<file path="src/rtl/usb_lf_pkg.sv">
package usb_lf_pkg;

  typedef enum logic [1:0] {
    SYM_SE0 = 2'b00,
    SYM_J   = 2'b01,
    SYM_K   = 2'b10,
    SYM_SE1 = 2'b11
  } line_sym_e;

  typedef enum logic [1:0] {
    ST_IDLE = 2'b00,
    ST_BIT  = 2'b01,
    ST_END  = 2'b10
  } frm_state_e;

endpackage

</file>
<file path="src/rtl/usb_lf_sync.sv">
module usb_lf_sync #(
  parameter int unsigned W      = 2,
  parameter int unsigned STAGES = 2
) (
  input  logic         clk_i,
  input  logic         rst_ni,
  input  logic [W-1:0] d_i,
  output logic [W-1:0] q_o
);

  logic [W-1:0] stg_q [STAGES];

  for (genvar g = 0; g < STAGES; g++) begin : g_stage
    if (g == 0) begin : g_first
      always_ff @(posedge clk_i or negedge rst_ni) begin
        if (!rst_ni) stg_q[g] <= '0;
        else         stg_q[g] <= d_i;
      end
    end else begin : g_next
      always_ff @(posedge clk_i or negedge rst_ni) begin
        if (!rst_ni) stg_q[g] <= '0;
        else         stg_q[g] <= stg_q[g-1];
      end
    end
  end

  assign q_o = stg_q[STAGES-1];

endmodule

</file>
<file path="src/rtl/usb_lf_classify.sv">
module usb_lf_classify
  import usb_lf_pkg::*;
(
  input  logic      dp_i,
  input  logic      dm_i,
  input  logic      low_speed_i,
  output line_sym_e sym_o
);

  always_comb begin
    unique case ({dp_i, dm_i})
      2'b00:   sym_o = SYM_SE0;
      2'b11:   sym_o = SYM_SE1;
      2'b10:   sym_o = low_speed_i ? SYM_K : SYM_J;
      default: sym_o = low_speed_i ? SYM_J : SYM_K;
    endcase
  end

endmodule

</file>
<file path="src/rtl/usb_lf_phase.sv">
// Remaining distance to the next cell centre, in 1/2^FRAC_W sample units.
module usb_lf_phase #(
  parameter int unsigned PER_W  = 24,
  parameter int unsigned FRAC_W = 8
) (
  input  logic             clk_i,
  input  logic             rst_ni,
  input  logic             start_i,
  input  logic             run_i,
  input  logic [PER_W-1:0] period_i,
  output logic             tick_o
);

  localparam int unsigned ACC_W = PER_W + 1;
  localparam logic [ACC_W-1:0] ONE = ACC_W'(1) << FRAC_W;

  logic [ACC_W-1:0] rem_q, per_x, half_x, base;

  assign per_x  = {1'b0, period_i};
  assign half_x = per_x >> 1;
  assign tick_o = run_i && (rem_q < ONE);
  assign base   = tick_o ? rem_q + per_x : rem_q;

  always_ff @(posedge clk_i or negedge rst_ni) begin
    if (!rst_ni)      rem_q <= '0;
    else if (start_i) rem_q <= half_x - ONE;
    else if (run_i)   rem_q <= base - ONE;
  end

endmodule

</file>
<file path="src/rtl/usb_line_framer.sv">
module usb_line_framer
  import usb_lf_pkg::*;
#(
  parameter int unsigned INT_W       = 16,
  parameter int unsigned FRAC_W      = 8,
  parameter int unsigned FS_PERIOD   = 1024,  // 4.0 samples per bit
  parameter int unsigned LS_PERIOD   = 8192,  // 32.0 samples per bit
  parameter int unsigned SYNC_STAGES = 2
) (
  input  logic       clk_i,
  input  logic       rst_ni,
  input  logic       dp_i,
  input  logic       dm_i,
  input  logic       low_speed_i,
  output logic       sop_o,
  output logic       eop_o,
  output logic       sym_valid_o,
  output logic [1:0] sym_o,
  output logic       in_packet_o
);

  localparam int unsigned PER_W = INT_W + FRAC_W;
  localparam logic [PER_W-1:0] FS_P = PER_W'(FS_PERIOD);
  localparam logic [PER_W-1:0] LS_P = PER_W'(LS_PERIOD);

  logic [1:0] line_s;
  line_sym_e  cur_sym, prev_sym_q, last_samp_q;
  frm_state_e state_q;
  logic       sop_det, tick, run;
  logic [PER_W-1:0] period;
  logic       sop_q, eop_q, vld_q;
  line_sym_e  sym_q;

  usb_lf_sync #(.W(2), .STAGES(SYNC_STAGES)) u_sync (
    .clk_i (clk_i),
    .rst_ni(rst_ni),
    .d_i   ({dp_i, dm_i}),
    .q_o   (line_s)
  );

  usb_lf_classify u_cls (
    .dp_i       (line_s[1]),
    .dm_i       (line_s[0]),
    .low_speed_i(low_speed_i),
    .sym_o      (cur_sym)
  );

  assign period  = low_speed_i ? LS_P : FS_P;
  assign run     = (state_q != ST_IDLE);
  // only a change into K counts in idle
  assign sop_det = (state_q == ST_IDLE) && (cur_sym == SYM_K) && (prev_sym_q != SYM_K);

  usb_lf_phase #(.PER_W(PER_W), .FRAC_W(FRAC_W)) u_phase (
    .clk_i   (clk_i),
    .rst_ni  (rst_ni),
    .start_i (sop_det),
    .run_i   (run),
    .period_i(period),
    .tick_o  (tick)
  );

  always_ff @(posedge clk_i or negedge rst_ni) begin
    if (!rst_ni) begin
      state_q     <= ST_IDLE;
      prev_sym_q  <= SYM_J;
      last_samp_q <= SYM_J;
      sop_q       <= 1'b0;
      eop_q       <= 1'b0;
      vld_q       <= 1'b0;
      sym_q       <= SYM_J;
    end else begin
      prev_sym_q <= cur_sym;
      sop_q      <= 1'b0;
      eop_q      <= 1'b0;
      vld_q      <= 1'b0;
      unique case (state_q)
        ST_IDLE: begin
          if (sop_det) begin
            state_q <= ST_BIT;
            sop_q   <= 1'b1;
          end
        end
        ST_BIT: begin
          if (tick) begin
            vld_q       <= 1'b1;
            sym_q       <= cur_sym;
            last_samp_q <= cur_sym;
            if (cur_sym == SYM_SE0) state_q <= ST_END;
          end
        end
        ST_END: begin
          if (tick) begin
            vld_q       <= 1'b1;
            sym_q       <= cur_sym;
            last_samp_q <= cur_sym;
            if (cur_sym == SYM_J && last_samp_q == SYM_SE0) begin
              eop_q   <= 1'b1;
              state_q <= ST_IDLE;
            end
          end
        end
        default: state_q <= ST_IDLE;
      endcase
    end
  end

  assign sop_o       = sop_q;
  assign eop_o       = eop_q;
  assign sym_valid_o = vld_q;
  assign sym_o       = sym_q;
  assign in_packet_o = (state_q != ST_IDLE);

endmodule

</file>
<file path="config.mk">
export PLATFORM = sky130hd
export DESIGN_NAME = usb_line_framer
export DESIGN_NICKNAME = d
export VERILOG_FILES = /design/src/rtl/usb_lf_pkg.sv /design/src/rtl/usb_lf_sync.sv /design/src/rtl/usb_lf_classify.sv /design/src/rtl/usb_lf_phase.sv /design/src/rtl/usb_line_framer.sv
export SDC_FILE = /design/constraint.sdc
export NUM_CORES = 1
export LEC_CHECK = 0
export ABC_AREA = 1
export CELL_PAD_IN_SITES_DETAIL_PLACEMENT = 1
export CELL_PAD_IN_SITES_GLOBAL_PLACEMENT = 2
export CORE_MARGIN = 4
export CORE_UTILIZATION = 37
export CTS_BUF_LIST = sky130_fd_sc_hd__clkbuf_4
export CTS_CLUSTER_SIZE = 20
export DETAILED_ROUTE_END_ITERATION = 8
export PLACE_DENSITY = 0.93
export REMOVE_ABC_BUFFERS = 1
export SLEW_MARGIN = 20
export SYNTH_ARGS = -nofsm -noshare
export SYNTH_HDL_FRONTEND = slang
export SYNTH_SLANG_ARGS = --single-unit
export TNS_END_PERCENT = 5
</file>
<file path="constraint.sdc">
create_clock -name clk_i -period 2.5 [get_ports clk_i]
set_input_delay 0.5 -clock clk_i [delete_from_list [all_inputs] [get_ports clk_i]]
set_output_delay 0.5 -clock clk_i [all_outputs]
set_load 0.01 [all_outputs]
</file>
==> flow_summary_export.csv <==
group,metric,value,unit
global_route,use_met3,3.95,%
placement,post-dp-hpwl,3920,um
die,die_h,80.0,um
cts,cts_tree,"built",
power,p_total,0.833,mW
min_path,min_path_type,"reg -> reg",
setup_path,crit_fanout,4,
global_route,grt-busiest-layer,"met2",
sta,fin_skew,0.00773,ns
detailed_routing,dr_total_vias,1702,
detailed_routing,routedWlPerCell,15.8,um
yosys,yosysWarnings,0,
cells_and_area,antennaDiodeCount,0,
yosys,netlist_area,1920,sq um
cts,clockRootBuffer,"clkbuf_4",
die,start_util,39.4,%
setup_path,worstPathBufferInverterCount,3,
detailed_routing,totalWireLength,5160,um
placement,gp_congestion,0.810,
sta,fin_crit_sh,94.0,%
yosys,yosys.area.top_type,"dfrtp_1",
global_route,groute.layer.met2.usage,31.0,%
global_route,grt.total_usage,18.8,%
cells_and_area,fin_util,45.4,%
power,seqPwrFrac,59.3,%
setup_path,criticalPathCategory,"reg -> out",
global_route,grt_max_degree,31,
yosys,synth.area.top_cells,"dfrtp_1 36%, nand2_1 11%, nand3_1 8.1%, inv_1 5.1%, ha_1 4.6%",
placement,io_buffer_count,10,
cts,cts.repair.resized,0,
sta,worst-slew-pin-transition,0.407,ns
yosys,ys_types,33,
yosys,async_flop_share,100,%
die,io_pins,11,
sta,fin_setup_tns,0,ns
setup_path,cp_top_family,"buffers and inverters",
cts,cts.sinks,30,
setup_path,worst-endpoint-arrival,1.85,ns
sta,whs,0.366,ns
sta,slew_violations,0,
detailed_routing,drtIter0Drc,83,
run,drv_cap,0,
power,switchingPower,0.223,mW
setup_path,cp_slowest_cell,"clkdlybuf4s50_1",
yosys,synthFlopType,"dfrtp_1",
min_path,holdPathStages,0,
yosys,syn_inst,235,
cells_and_area,final_layout_size_suffix_gt1_share,18.9,%
global_route,grt_use_met1,23.3,%
detailed_routing,drt_first_pass_iters,4,
yosys,avgSynthCellArea,8.17,sq um
detailed_routing,ant_nets,0,
cts,clk_latency,0.36,ns
power,intPower,0.611,mW
sta,period_needed,2.35,ns
setup_path,worstPathCellList,"inv_1 -> ha_1 -> clkinv_1 -> clkdlybuf4s50_1",
cells_and_area,syn2layout_area_growth,15.4,%
cts,path_clk_slew,0.11,ns
cts,hold_buffers,0,
power,p_comb_share,4.5,%
global_route,grt_pass1_vias,1889,
yosys,ys_seq_elements,30,
power,p_leak,1.10,nW
yosys,synth_top_area_share,36.5,%
sta,rsz0062_at_grt,"no",
die,fp-row-count,25,
cells_and_area,seq_area,753,sq um
setup_path,end_kind,"output pin",
cts,cts_buffer_depth,2,
sta,hold_viol,0,
power,p_sw_share,26.7,%
global_route,grt_pass1_wl,9180,um
die,die-area,6410,sq um
setup_path,critPathMaxStageDelay,0.51,ns
die,die-width,80.0,um
sta,setup_viol,0,
detailed_routing,drcViolationCount,0,
die,core,4880,sq um
cts,cts_buffers,5,
cells_and_area,multi_input_area,1030,sq um
cts,h-tree-depth,2,
yosys,synth_seq_area_share,39.2,%
setup_path,start_kind,"flip-flop",
global_route,antenna_found_initial,0,
sta,slew_headroom,72.9,%
sta,clock.fmax,426,MHz
global_route,grt_remaining_overflow,0,
yosys,synth_edf_count,0,
status,status,"completed",
detailed_routing,viasPerCell,5.22,
cells_and_area,fin_nets,270,
power,power_density,376,nW/um^2
setup_path,cp.depth,4,
cts,cts_setup_buffers,0,
setup_path,required,2.00,ns
setup_path,reg2reg_depth,13,
power,worst_ir_drop_vdd,231,uV
cells_and_area,fillers,624,
power,clockPowerShare,36.2,%
==> metrics by stage <==
step                std cells  instance area, sq um  setup slack, ns
detailed placement        318                  2160          -0.0354
global placement          318                  2160           0.0122
floorplan                 232                  1900            0.472
CTS                       326                  2220            0.129
finish                    326                  2220            0.151
global route              326                  2220           0.0201
==> sequential cells by signal (all words and copies together) (netlist names) <==
signal and cells:
prev_sym_q 2, u_phase.rem_q 17, state_q 2, sop_o 1, u_sync.stg_q 2, eop_o 1
sym_valid_o 1, u_sync.q_o 2, sym_o 2
==> cells in the mapped netlist (3+ instances only) <==
master / n
dfrtp_1: 28
inv_1: 26
nor2_2: 4
o21ai_0: 3
nand3_1: 31
inv_2: 3
nand3_2: 4
nor2_8: 4
ha_1: 7
nor2_1: 17
nand4_1: 10
nand2_2: 4
a21oi_1: 5
o21ai_1: 3
o22ai_1: 3
nand2_1: 56
==> power by group through the flow <==
stage	clock network (mW)	logic, mW	registers (mW)
floorplan	0	0.0136	0.503
global placement	0	0.0372	0.503
detailed placement	0	0.0384	0.503
CTS	0.309	0.0389	0.494
global route	0.338	0.0424	0.495
finish	0.302	0.0376	0.494
==> cell families (layout without fill, tap and decap cells) <==
group / count (synthesis) / count (layout) / share of synthesized area, %
compound gates: 21 / 21 / 6.77
fa+ha+maj: 7 / 7 / 4.56
flops: 30 / 30 / 39.2
simple gates: 139 / 139 / 39.9
buf+inv: 33 / 57 / 6.97
mux: 2 / 2 / 1.17
xor+xnor: 3 / 3 / 1.37
==> area by class of cell <==
class,instances,share of cell area (%)
clock buffer,5,1.69
tap,67,3.78
multi-input combinational,172,46.6
inverter,30,5.08
clock inverter,3,0.734
timing repair buffer,19,8.13
sequential,30,34.0
==> per-layer routing <==
layer / part of all wire, % / vias up
met2: 49 / 21
met3: 3.2 / 10
met5: 0 / -
met1: 46 / 848
li1: - / 823
met4: 1.9 / 0
==> cells in the final DEF (no fill, tap or decap), types with 5 or more instances in the layout <==
cell	count
ha_1	7
dfrtp_1	28
nand2_1	56
clkdlybuf4s50_1	10
clkbuf_4	5
inv_1	26
nand4_1	10
nor2_1	17
a21oi_1	5
nand3_1	31
buf_4	8
==> worst paths after layout <==
| check | from | end | slack (ns) |
|---|---|---|---|
| setup / recovery | state_q[1] | in_packet_o | 0.15 |
| hold / removal | u_sync.stg_q[3] | u_sync.q_o[1] | 0.37 |
| setup reg to reg | state_q[0] | u_phase.rem_q[15] | 0.29 |
| hold reg to reg | u_sync.stg_q[3] | u_sync.q_o[1] | 0.37 |
| max in group asynchronous | rst_ni | prev_sym_q[0] | 1.63 |
| min in group asynchronous | rst_ni | eop_o | 0.54 |
(Power assumes the default switching activity.)
